<file path="config.mk">
export PLATFORM = sky130hd
export DESIGN_NAME = burst_dim_pwm
export DESIGN_NICKNAME = d
export VERILOG_FILES = /design/src/rtl/bdpwm_pkg.sv /design/src/rtl/bdpwm_sync.sv /design/src/rtl/bdpwm_duty_map.sv /design/src/rtl/bdpwm_tick_gen.sv /design/src/rtl/bdpwm_burst_ctr.sv /design/src/rtl/burst_dim_pwm.sv
export SDC_FILE = /design/constraint.sdc
export NUM_CORES = 1
export LEC_CHECK = 0
export ABC_AREA = 1
export BUFFER_PORTS_ARGS = -buffer_cell sky130_fd_sc_hd__buf_4
export CAP_MARGIN = 20
export CORE_MARGIN = 2
export CORE_UTILIZATION = 50
export DETAILED_ROUTE_END_ITERATION = 16
export PLACE_DENSITY = 0.75
export SLEW_MARGIN = 20
export SYNTH_ARGS = -nofsm -noshare
export SYNTH_HDL_FRONTEND = slang
export SYNTH_SLANG_ARGS = --single-unit
</file>
<file path="constraint.sdc">
create_clock -name clk_i -period 3 [get_ports clk_i]
set_input_delay 0.15 -clock clk_i [delete_from_list [all_inputs] [get_ports clk_i]]
set_output_delay 0.15 -clock clk_i [all_outputs]
set_load 0.01 [all_outputs]
</file>
<file path="src/rtl/bdpwm_pkg.sv">
package bdpwm_pkg;
  localparam int unsigned CODE_W    = 8;
  localparam int unsigned STEP_W    = 8;
  localparam int unsigned FULL_DUTY = 1 << STEP_W;
  localparam int unsigned DUTY_W    = STEP_W + 1;

  typedef logic [CODE_W-1:0] code_t;
  typedef logic [DUTY_W-1:0] duty_t;
  typedef logic [STEP_W-1:0] step_t;
endpackage

</file>
<file path="src/rtl/bdpwm_sync.sv">
module bdpwm_sync #(
  parameter int unsigned WIDTH = 2
) (
  input  logic             clk_i,
  input  logic             rst_ni,
  input  logic [WIDTH-1:0] d_i,
  output logic [WIDTH-1:0] q_o
);
  for (genvar b = 0; b < WIDTH; b++) begin : g_bit
    logic meta_q, stab_q;
    always_ff @(posedge clk_i or negedge rst_ni) begin
      if (!rst_ni) begin
        meta_q <= 1'b0;
        stab_q <= 1'b0;
      end else begin
        meta_q <= d_i[b];
        stab_q <= meta_q;
      end
    end
    assign q_o[b] = stab_q;
  end
endmodule

</file>
<file path="src/rtl/bdpwm_duty_map.sv">
module bdpwm_duty_map
  import bdpwm_pkg::*;
#(
  parameter int unsigned MIN_DUTY = 8,
  parameter int unsigned NAR_LO   = 39,
  parameter int unsigned NAR_HI   = 155
) (
  input  logic  clk_i,
  input  logic  rst_ni,
  input  code_t code_i,
  input  logic  wide_i,
  input  logic  neg_i,
  output duty_t duty_o
);
  localparam int unsigned PROD_W = CODE_W + DUTY_W;
  localparam int unsigned GAIN   = FULL_DUTY - MIN_DUTY;

  duty_t win_duty [2];

  // window 0: narrow, window 1: full code range
  for (genvar w = 0; w < 2; w++) begin : g_win
    localparam int unsigned LO   = (w == 0) ? NAR_LO : 0;
    localparam int unsigned HI   = (w == 0) ? NAR_HI : (1 << CODE_W) - 1;
    localparam int unsigned SPAN = HI - LO;
    localparam code_t LO_C   = CODE_W'(LO);
    localparam code_t HI_C   = CODE_W'(HI);
    localparam code_t SPAN_C = CODE_W'(SPAN);

    code_t              clamped, pos;
    logic [PROD_W-1:0]  prod;

    always_comb begin
      if (code_i <= LO_C)      clamped = LO_C;
      else if (code_i >= HI_C) clamped = HI_C;
      else                     clamped = code_i;
      pos = clamped - LO_C;
      if (neg_i) pos = SPAN_C - pos;
      prod = PROD_W'(pos) * PROD_W'(GAIN);
    end

    assign win_duty[w] = DUTY_W'(prod / PROD_W'(SPAN)) + DUTY_W'(MIN_DUTY);
  end

  always_ff @(posedge clk_i or negedge rst_ni) begin
    if (!rst_ni) duty_o <= DUTY_W'(MIN_DUTY);
    else         duty_o <= wide_i ? win_duty[1] : win_duty[0];
  end

  a_r4_duty_bounds: assert property (@(posedge clk_i) disable iff (!rst_ni)
    (duty_o >= DUTY_W'(MIN_DUTY)) && (duty_o <= DUTY_W'(FULL_DUTY)));

  a_r4_clamp_low: assert property (@(posedge clk_i) disable iff (!rst_ni)
    (!neg_i && !wide_i && code_i <= CODE_W'(NAR_LO)) |=> duty_o == DUTY_W'(MIN_DUTY));

  a_r4_clamp_high: assert property (@(posedge clk_i) disable iff (!rst_ni)
    (!neg_i && !wide_i && code_i >= CODE_W'(NAR_HI)) |=> duty_o == DUTY_W'(FULL_DUTY));
endmodule

</file>
<file path="src/rtl/bdpwm_tick_gen.sv">
module bdpwm_tick_gen #(
  parameter int unsigned BASE_DIV  = 1,
  parameter int unsigned OSC_STEPS = 264
) (
  input  logic       clk_i,
  input  logic       rst_ni,
  input  logic       ext_sel_i,
  input  logic [1:0] band_i,
  input  logic       ext_clk_s_i,
  output logic       start_o,
  output logic       step_o
);
  localparam int unsigned MAX_DIV = BASE_DIV << 3;
  localparam int unsigned DIV_W   = $clog2(MAX_DIV + 1);
  localparam int unsigned OSC_MAX = OSC_STEPS * MAX_DIV;
  localparam int unsigned OSC_W   = $clog2(OSC_MAX + 1);

  logic [DIV_W-1:0] div, step_cnt;
  logic [OSC_W-1:0] osc_len, osc_cnt;
  logic             osc_wrap, ext_d, ext_rise, step_due;

  assign div     = DIV_W'(BASE_DIV) << band_i;
  assign osc_len = OSC_W'(OSC_STEPS) * OSC_W'(div);

  // internal dimming clock: free-running divider
  assign osc_wrap = osc_cnt >= (osc_len - OSC_W'(1));
  always_ff @(posedge clk_i or negedge rst_ni) begin
    if (!rst_ni)       osc_cnt <= '0;
    else if (osc_wrap) osc_cnt <= '0;
    else               osc_cnt <= osc_cnt + OSC_W'(1);
  end

  always_ff @(posedge clk_i or negedge rst_ni) begin
    if (!rst_ni) ext_d <= 1'b0;
    else         ext_d <= ext_clk_s_i;
  end
  assign ext_rise = ext_clk_s_i & ~ext_d;

  assign start_o = ext_sel_i ? ext_rise : osc_wrap;

  // step prescaler realigned at each period start
  assign step_due = step_cnt >= (div - DIV_W'(1));
  always_ff @(posedge clk_i or negedge rst_ni) begin
    if (!rst_ni)                  step_cnt <= '0;
    else if (start_o || step_due) step_cnt <= '0;
    else                          step_cnt <= step_cnt + DIV_W'(1);
  end
  assign step_o = step_due & ~start_o;

  a_r12_step_gap: assert property (@(posedge clk_i) disable iff (!rst_ni)
    step_o |=> (!step_o || div == DIV_W'(1)));

  a_r8_ext_edge_only: assert property (@(posedge clk_i) disable iff (!rst_ni)
    (ext_sel_i && $past(ext_clk_s_i)) |-> !start_o);
endmodule

</file>
<file path="src/rtl/bdpwm_burst_ctr.sv">
module bdpwm_burst_ctr
  import bdpwm_pkg::*;
#(
  parameter int unsigned MIN_DUTY = 8
) (
  input  logic  clk_i,
  input  logic  rst_ni,
  input  logic  start_i,
  input  logic  step_i,
  input  duty_t duty_i,
  output logic  pwm_o
);
  localparam step_t LAST_STEP = STEP_W'(FULL_DUTY - 1);

  step_t cnt_q;
  duty_t duty_q;
  logic  active_q, done_q;

  always_ff @(posedge clk_i or negedge rst_ni) begin
    if (!rst_ni) begin
      cnt_q    <= '0;
      duty_q   <= '0;
      active_q <= 1'b0;
      done_q   <= 1'b0;
    end else if (start_i) begin
      cnt_q    <= '0;
      duty_q   <= duty_i;
      active_q <= 1'b1;
      done_q   <= 1'b0;
    end else if (step_i && active_q && !done_q) begin
      if (cnt_q == LAST_STEP) done_q <= 1'b1;
      else                    cnt_q  <= cnt_q + STEP_W'(1);
    end
  end

  // after the last step only a full duty keeps the line high
  always_comb begin
    if (!active_q)   pwm_o = 1'b0;
    else if (done_q) pwm_o = (duty_q == DUTY_W'(FULL_DUTY));
    else             pwm_o = ({1'b0, cnt_q} < duty_q);
  end

  a_r7_duty_hold: assert property (@(posedge clk_i) disable iff (!rst_ni)
    !start_i |=> $stable(duty_q));

  a_r6_full_no_gap: assert property (@(posedge clk_i) disable iff (!rst_ni)
    (active_q && duty_q == DUTY_W'(FULL_DUTY)) |=> pwm_o);

  a_r4_loaded_floor: assert property (@(posedge clk_i) disable iff (!rst_ni)
    active_q |-> duty_q >= DUTY_W'(MIN_DUTY));
endmodule

</file>
<file path="src/rtl/burst_dim_pwm.sv">
module burst_dim_pwm
  import bdpwm_pkg::*;
#(
  parameter int unsigned MIN_DUTY  = 8,
  parameter int unsigned NAR_LO    = 39,
  parameter int unsigned NAR_HI    = 155,
  parameter int unsigned BASE_DIV  = 1,
  parameter int unsigned OSC_STEPS = 264
) (
  input  logic       clk_i,
  input  logic       rst_ni,
  input  logic [7:0] bright_i,
  input  logic       wide_range_i,
  input  logic       neg_slope_i,
  input  logic       ext_clk_sel_i,
  input  logic       follow_i,
  input  logic [1:0] band_i,
  input  logic       dim_clk_i,
  input  logic       sync_i,
  output logic       sync_o,
  output logic       sync_oe_o,
  output logic       dpwm_o
);
  logic  dim_clk_s, sync_s, start, step, gen_pwm;
  duty_t duty;

  bdpwm_sync #(.WIDTH(2)) u_sync (
    .clk_i (clk_i),
    .rst_ni(rst_ni),
    .d_i   ({dim_clk_i, sync_i}),
    .q_o   ({dim_clk_s, sync_s})
  );

  bdpwm_duty_map #(
    .MIN_DUTY(MIN_DUTY),
    .NAR_LO  (NAR_LO),
    .NAR_HI  (NAR_HI)
  ) u_map (
    .clk_i (clk_i),
    .rst_ni(rst_ni),
    .code_i(bright_i),
    .wide_i(wide_range_i),
    .neg_i (neg_slope_i),
    .duty_o(duty)
  );

  bdpwm_tick_gen #(
    .BASE_DIV (BASE_DIV),
    .OSC_STEPS(OSC_STEPS)
  ) u_tick (
    .clk_i      (clk_i),
    .rst_ni     (rst_ni),
    .ext_sel_i  (ext_clk_sel_i),
    .band_i     (band_i),
    .ext_clk_s_i(dim_clk_s),
    .start_o    (start),
    .step_o     (step)
  );

  bdpwm_burst_ctr #(.MIN_DUTY(MIN_DUTY)) u_ctr (
    .clk_i  (clk_i),
    .rst_ni (rst_ni),
    .start_i(start),
    .step_i (step),
    .duty_i (duty),
    .pwm_o  (gen_pwm)
  );

  assign sync_oe_o = ~follow_i;
  assign sync_o    = follow_i ? 1'b0 : gen_pwm;
  assign dpwm_o    = follow_i ? sync_s : gen_pwm;

  // cycles since reset, used to keep the delay check inside valid history
  logic [1:0] age_q;
  always_ff @(posedge clk_i or negedge rst_ni) begin
    if (!rst_ni)             age_q <= '0;
    else if (age_q != 2'd2)  age_q <= age_q + 2'd1;
  end

  a_r9_src_mirror: assert property (@(posedge clk_i) disable iff (!rst_ni)
    !follow_i |-> (sync_oe_o && sync_o == dpwm_o));

  a_r10_rx_release: assert property (@(posedge clk_i) disable iff (!rst_ni)
    follow_i |-> (!sync_oe_o && !sync_o));

  a_r10_rx_delay: assert property (@(posedge clk_i) disable iff (!rst_ni)
    (follow_i && age_q == 2'd2) |-> dpwm_o == $past(sync_i, 2));
endmodule

</file>
# Word-level counts from Yosys, hierarchy flattened
# Index checks and enable logic that the tools add are counted.
[totals]
reg_bits = 49
latch_bits = 0
ramBits = 0
romBits = 0
in_bits = 18
n_memories = 0
[classes]
n_addsub = 10
n_mul = 3
n_div = 2
order_cmp = 7
n_eq_ne = 3
shift = 1
n_mux = 20
n_bitwise = 5
n_reduce_logical = 8
[ops]
columns = ["op", "n"]
rows = [
  ["8-bit 2-to-1 mux", 9],
  ["8-bit by 5-bit multiplier with 13-bit output (second input constant)", 2],
  ["9-bit by 4-bit adder with 9-bit output (second input constant)", 2],
  ["16-bit by 7-bit divider with 17-bit output (second input constant)", 1],
  ["16-bit by 8-bit divider with 17-bit output (second input constant)", 1],
  ["8-bit >= comparator (second input constant)", 2],
  ["12-bit by 1-bit adder with 12-bit output (second input constant)", 1],
  ["12-bit >= comparator", 1],
  ["12-bit 2-to-1 mux", 1],
  ["12-bit by 1-bit subtractor with 12-bit output (second input constant)", 1],
  ["9-bit equality test (second input constant)", 1],
  ["8-bit by 9-bit < comparator with 1-bit output", 1],
  ["6-bit by 4-bit multiplier with 9-bit output (first input constant)", 1],
  ["9-bit 2-to-1 mux", 1],
  ["8-bit by 1-bit adder with 8-bit output (second input constant)", 1],
  ["8-bit equality test (second input constant)", 1],
  ["8-bit by 1-bit <= comparator with 1-bit output (second input constant)", 1],
  ["8-bit by 6-bit <= comparator with 1-bit output (second input constant)", 1],
  ["1-bit 2-to-1 mux", 8],
  ["7-bit by 8-bit subtractor with 8-bit output (first input constant)", 1],
  ["8-bit by 6-bit subtractor with 8-bit output (second input constant)", 1],
  ["8-bit subtractor (first input constant)", 1],
  ["4-bit by 1-bit adder with 4-bit output (second input constant)", 1],
  ["4-bit >= comparator", 1],
  ["other kinds (11)", 17],
]

# Logic depth before layout (Yosys ltp)
[depth]
ltp_word = 11
depth_mapped = 83
ltp_nobuf = 83

# Hierarchy
# A second synthesis with hierarchy kept.
[hier_totals]
cells_unflattened = 1461
hier_area_um2 = 9288.9
[by_module_without_submodules]
columns = ["module", "n_inst", "cells_each", "area_each_um2", "seq_area_each_um2"]
rows = [
  ["bdpwm_duty_map", 1, 1166, 6872.8, 226.5],
  ["bdpwm_burst_ctr", 1, 151, 1183.6, 475.5],
  ["bdpwm_tick_gen", 1, 133, 1093.5, 425.4],
  ["bdpwm_sync", 1, 6, 115.1, 100.1],
  ["burst_dim_pwm", 1, 5, 23.8, 0.0],
]

# Worst setup path before layout
# OpenSTA, ideal clock, no wires.
[synth_timing]
path_type = "in2reg"
start = "input port bright_i[4]"
end = "register u_map.duty_o[0]"
setup_time_ps = 116
t_arrival_ps = 8548
required_ps = 2884
setup_slack_ps = -5663
path_stages = 68
path_buffers = 0
path_cell_list = "o21ai_1 > nand3_4 > nand3_1 > ha_1 > inv_1 > nand3_1 > nand2_1 > o21ai_0 > inv_1 > fa_1 > inv_1 > fa_1 > inv_1 > fa_1 > inv_1 > ha_1 > a21oi_1 > nand2_2 > (+32 left out) > o21ai_1 > nand2_2 > nor2_8 > nand2_4 > nand3_4 > nand2_2 > and2_1 > ha_1 > inv_1 > nor2_1 > nand2_1 > nor2_2 > nand2_1 > nand3_2 > nand2_1 > nand2_1 > nor2_1 > nor2_1"
[synth_via]
elab_chain_cells = 10
elab_cells_between_ends = 20
classes_between = "add/sub (5); mul (2); div (2); order compare (4); mux (7)"
[synth_rtl]
columns = ["item", "line_no", "text"]
rows = [
  ["start: declaration", "burst_dim_pwm.sv:12", "input logic [7:0] bright_i,"],
  ["8-bit >= comparator", "bdpwm_duty_map.sv:34", "else if (code_i >= HI_C) clamped = HI_C;"],
  ["8-bit 2-to-1 mux", "bdpwm_duty_map.sv:34", ""],
  ["8-bit 2-to-1 mux", "bdpwm_duty_map.sv:33", "if (code_i <= LO_C) clamped = LO_C;"],
  ["8-bit by 6-bit subtractor with 8-bit output", "bdpwm_duty_map.sv:36", "pos = clamped - LO_C;"],
  ["7-bit by 8-bit subtractor with 8-bit output", "bdpwm_duty_map.sv:37", "if (neg_i) pos = SPAN_C - pos;"],
  ["8-bit 2-to-1 mux", "bdpwm_duty_map.sv:37", ""],
  ["8-bit by 5-bit multiplier with 13-bit output", "bdpwm_duty_map.sv:38", "prod = PROD_W'(pos) * PROD_W'(GAIN);"],
  ["16-bit by 7-bit divider with 17-bit output", "bdpwm_duty_map.sv:41", "assign win_duty[w] = DUTY_W'(prod / PROD_W'(SPAN)) + DUTY_W'(MIN_DUTY);"],
  ["9-bit by 4-bit adder with 9-bit output", "bdpwm_duty_map.sv:41", ""],
  ["9-bit 2-to-1 mux (*)", "bdpwm_duty_map.sv:46", "else duty_o <= wide_i ? win_duty[1] : win_duty[0];"],
  ["end signal: assignment", "bdpwm_duty_map.sv:45", "if (!rst_ni) duty_o <= DUTY_W'(MIN_DUTY);"],
  ["end signal: assignment", "bdpwm_duty_map.sv:46", ""],
  ["end: declaration", "bdpwm_duty_map.sv:13", "output duty_t duty_o"],
]
# Every way passes the cells marked *; elsewhere a longest branch is shown, timed or not.
# A chain may end at the register's enable or synchronous reset.

# Final worst setup path
# Ends and elaborated chain as after synthesis.

==> impl_metrics.csv <==
group,metric,value,unit
clock_network,cts-buffers-inserted,5,
worst_hold_path,hold_end,"u_map.duty_o[1]$_DFF_PN0_",
drt,wl_met3,982,um
drt,wl_met2,14400,um
drt,drt-vias-per-instance,5.33,
logic_synthesis,yosys_register_bits,49,
clock_network,clk_latency,0.29,ns
timing,finalWorstSetupSlack,-5.98,ns
flow_run,maxCapViolations,0,
critical_path,crit_top_cell,"nand3_4",
drt,ant_nets,0,
critical_path,ff2ff_path_depth,14,
clock_network,cts_sinks,49,
global_routing,track_usage,25.1,%
logic_synthesis,synth_edf_count,0,
logic_synthesis,ys_seq_area_share,14.9,%
worst_hold_path,hold_path_class,"in -> reg",
critical_path,endpoint_kind,"flop",
floorplanning,rows,46,
critical_path,worstPathArrival,9.20,ns
floorplanning,die-area,17600,um2
global_routing,grt_pass1_vias,8836,
logic_synthesis,syn_area_per_cell,7.35,um2
outcome,violations,"setup timing",
floorplanning,die_h,133,um
clock_network,cts.path.max_buffers,2,
drt,wirelength,27100,um
critical_path,reg2reg_slack,0.21,ns
clock_network,h-tree-depth,2,
drt,vias,9086,
timing,rsz0062_at_grt,"yes",
logic_synthesis,syn-cell-area,8260,um2
critical_path,start_kind,"input pin",
global_routing,antenna_found_initial,0,
logic_synthesis,synth_nets,1245,
logic_synthesis,yosys.cell_types.count,62,
timing,setup_viol,9,
critical_path,critical_path_required,3.22,ns
drt,wl_per_cell,15.9,um
critical_path,cpPeakStageDelay,0.54,ns
timing,finClkSkew,0.00375,ns
placed_design,gp_congestion,0.867,
clock_network,tritoncts,"built",
outcome,status,"finished, violations left",
global_routing,grt_start_max_net_pins,50,
cells_and_area,antenna_cells,0,
timing,worst_slew_pin_slew,0.605,ns
timing,hold_violations,0,
timing,fmax,111,MHz
drt,first_pass_iters,5,
timing,maxSlewViolCount,0,
drt,top_layer,"met4",
floorplanning,die_width,133,um
timing,holdWs,0.191,ns
worst_hold_path,min_path_cells,2,
critical_path,crit_path_top_delay_cell,"fa_1",
floorplanning,initial_utilization,51.6,%
critical_path,r2r-start,"u_tick.osc_cnt[5]$_DFF_PN0_",
floorplanning,coreArea,16000,um2
clock_network,clock-root-buffer,"clkbuf_16",
drt,drc,0,
logic_synthesis,netlist_instances,1124,
cells_and_area,drive_gt1_share,48.9,%
timing,slew_headroom,59.7,%
cells_and_area,nets,1609,
logic_synthesis,synthFlopType,"dfrtp_1",
global_routing,grt_pass1_wl,37600,um
critical_path,critPathMaxFanout,8,
critical_path,critPathKind,"in -> reg",
clock_network,clkTransAtPathRegs,0.06,ns
timing,period_share,299,%
drt,wl_met1,9820,um
global_routing,gr-total-overflow,0,
critical_path,r2r_end,"u_ctr.cnt_q[6]$_DFFE_PN0P_",
logic_synthesis,yosysWarningCount,0,
timing,min_period,8.98,ns
worst_hold_path,hp-start,"wide_range_i",
cells_and_area,area_growth,52.6,%
placed_design,dp.final_hpwl,15000,um
floorplanning,ioPinCount,21,
logic_synthesis,async_flop_share,100,%
drt,drt-initial-drc-count,478,
placed_design,portBuffers,20,
-- cell type report --
cell class / instances / area [um2]
clock inverter: 2 / 38.8
clock buffer: 6 / 129
fill: 950 / 3390
inverter: 212 / 828
multi-input combinational: 856 / 7250
tap: 216 / 270
sequential: 49 / 1230
timing repair buffer: 364 / 2860
-- critical path: cells and delay by family --
family / cells / cell delay [ns]
adders and majority gates: 6 / 2.22
xor gates and xnor gates: 1 / 0.25
buffers and inverters: 11 / 0.82
and+or+nand+nor: 45 / 4.70
AOI/OAI and AO/OA: 6 / 1.00
-- cell usage in the layout (no fill, tap or decap), types with 10 or more instances in the layout --
| cell type | instances |
|---|---|
| o21ai_2 | 11 |
| nand3_4 | 21 |
| xor2_1 | 28 |
| xor2_2 | 10 |
| a21oi_2 | 11 |
| ha_4 | 12 |
| buf_4 | 337 |
| dfrtp_1 | 48 |
| fa_1 | 28 |
| nand3_2 | 30 |
| o21ai_1 | 13 |
| nor2_1 | 56 |
| inv_2 | 34 |
| o21ai_0 | 33 |
| nand2_2 | 76 |
| nand2_1 | 182 |
| nor2_2 | 15 |
| xnor2_1 | 10 |
| nand4_1 | 14 |
| nand2_4 | 51 |
| a21oi_1 | 22 |
| inv_1 | 167 |
| buf_6 | 19 |
| nor2_4 | 20 |
| nand3_1 | 54 |
| ha_1 | 63 |
-- cells by family (layout without fill, tap and decap cells) --
| family | count (synthesis) | after routing | synth area share, % |
|---|---|---|---|
| simple gates | 564 | 564 | 39.8 |
| buf+inv | 219 | 584 | 10.4 |
| compound gates | 128 | 128 | 9.72 |
| fa+ha+maj | 103 | 103 | 18.1 |
| xor+xnor | 61 | 61 | 7.06 |
| flops | 49 | 49 | 14.9 |
-- per-stage QoR --
stage / std cells / utilization, % / setup TNS [ns] / area (um2) / setup slack [ns]
after floorplan: 1124 / - / -39.77 / 8730 / -5.13
after global placement: 1601 / 68.5 / -43.80 / 11000 / -5.41
after detailed placement: 1601 / 68.5 / -46.09 / 11000 / -5.74
after CTS: 1685 / 75.4 / -43.47 / 12100 / -5.12
after global routing: 1705 / 78.8 / -54.89 / 12600 / -6.43
final: 1705 / 78.8 / -51.91 / 12600 / -5.98
-- what timing repair did --
action	4_1_cts	5_1_grt
hold buffers	3	0
pin swaps	44	35
hold endpoints to repair	50	0
setup buffers	75	20
gates resized for setup	75	86
endpoints found under the setup margin	9	10
-- how the worst max path moves through the flow --
stage               cells after the start                        end   startpoint
floorplan                              71  u_map.duty_o[0]$_DFF_PN0_  bright_i[3]
global placement                       70  u_map.duty_o[0]$_DFF_PN0_  bright_i[5]
detailed placement                     73  u_map.duty_o[0]$_DFF_PN0_  bright_i[3]
CTS                                    74  u_map.duty_o[0]$_DFF_PN0_  bright_i[3]
global route                           71  u_map.duty_o[0]$_DFF_PN0_  bright_i[1]
finish                                 69  u_map.duty_o[0]$_DFF_PN0_  bright_i[4]
-- routing by layer --
| metal | global-route usage (%) | up-vias |
|---|---|---|
| met2 | 48.3 | 339 |
| met3 | 2.38 | 166 |
| met1 | 27.3 | 4287 |
| li1 | - | 4294 |
| met4 | 12.2 | 0 |
| met5 | 0 | - |
-- synthesized netlist by cell type, types with 28 or more instances --
master	instances	share of area (%)
dfrtp_1	48	15
a21oi_1	28	1.7
nor2_1	63	2.9
ha_1	75	11
fa_1	28	6.8
inv_1	187	8.5
o21ai_0	41	2.5
nand2_2	65	4.9
xor2_1	41	4.3
nand2_1	216	9.8
nand2_4	34	4.6
nand3_1	76	4.6
-- registers in the layout, indices dropped and copies added, names as in the netlist --
| name | flops |
|---|---|
| u_ctr.done_q | 1 |
| u_map.duty_o | 9 |
| u_ctr.duty_q | 9 |
| u_ctr.cnt_q | 8 |
| u_ctr.active_q | 1 |
| u_tick.step_cnt | 4 |
| u_sync.g_bit.meta_q | 2 |
| u_sync.g_bit.stab_q | 2 |
| u_tick.osc_cnt | 12 |
| u_tick.ext_d | 1 |
Power is not shown: default switching activity piles up to over one toggle a cycle in this logic, so the estimate is an artifact.
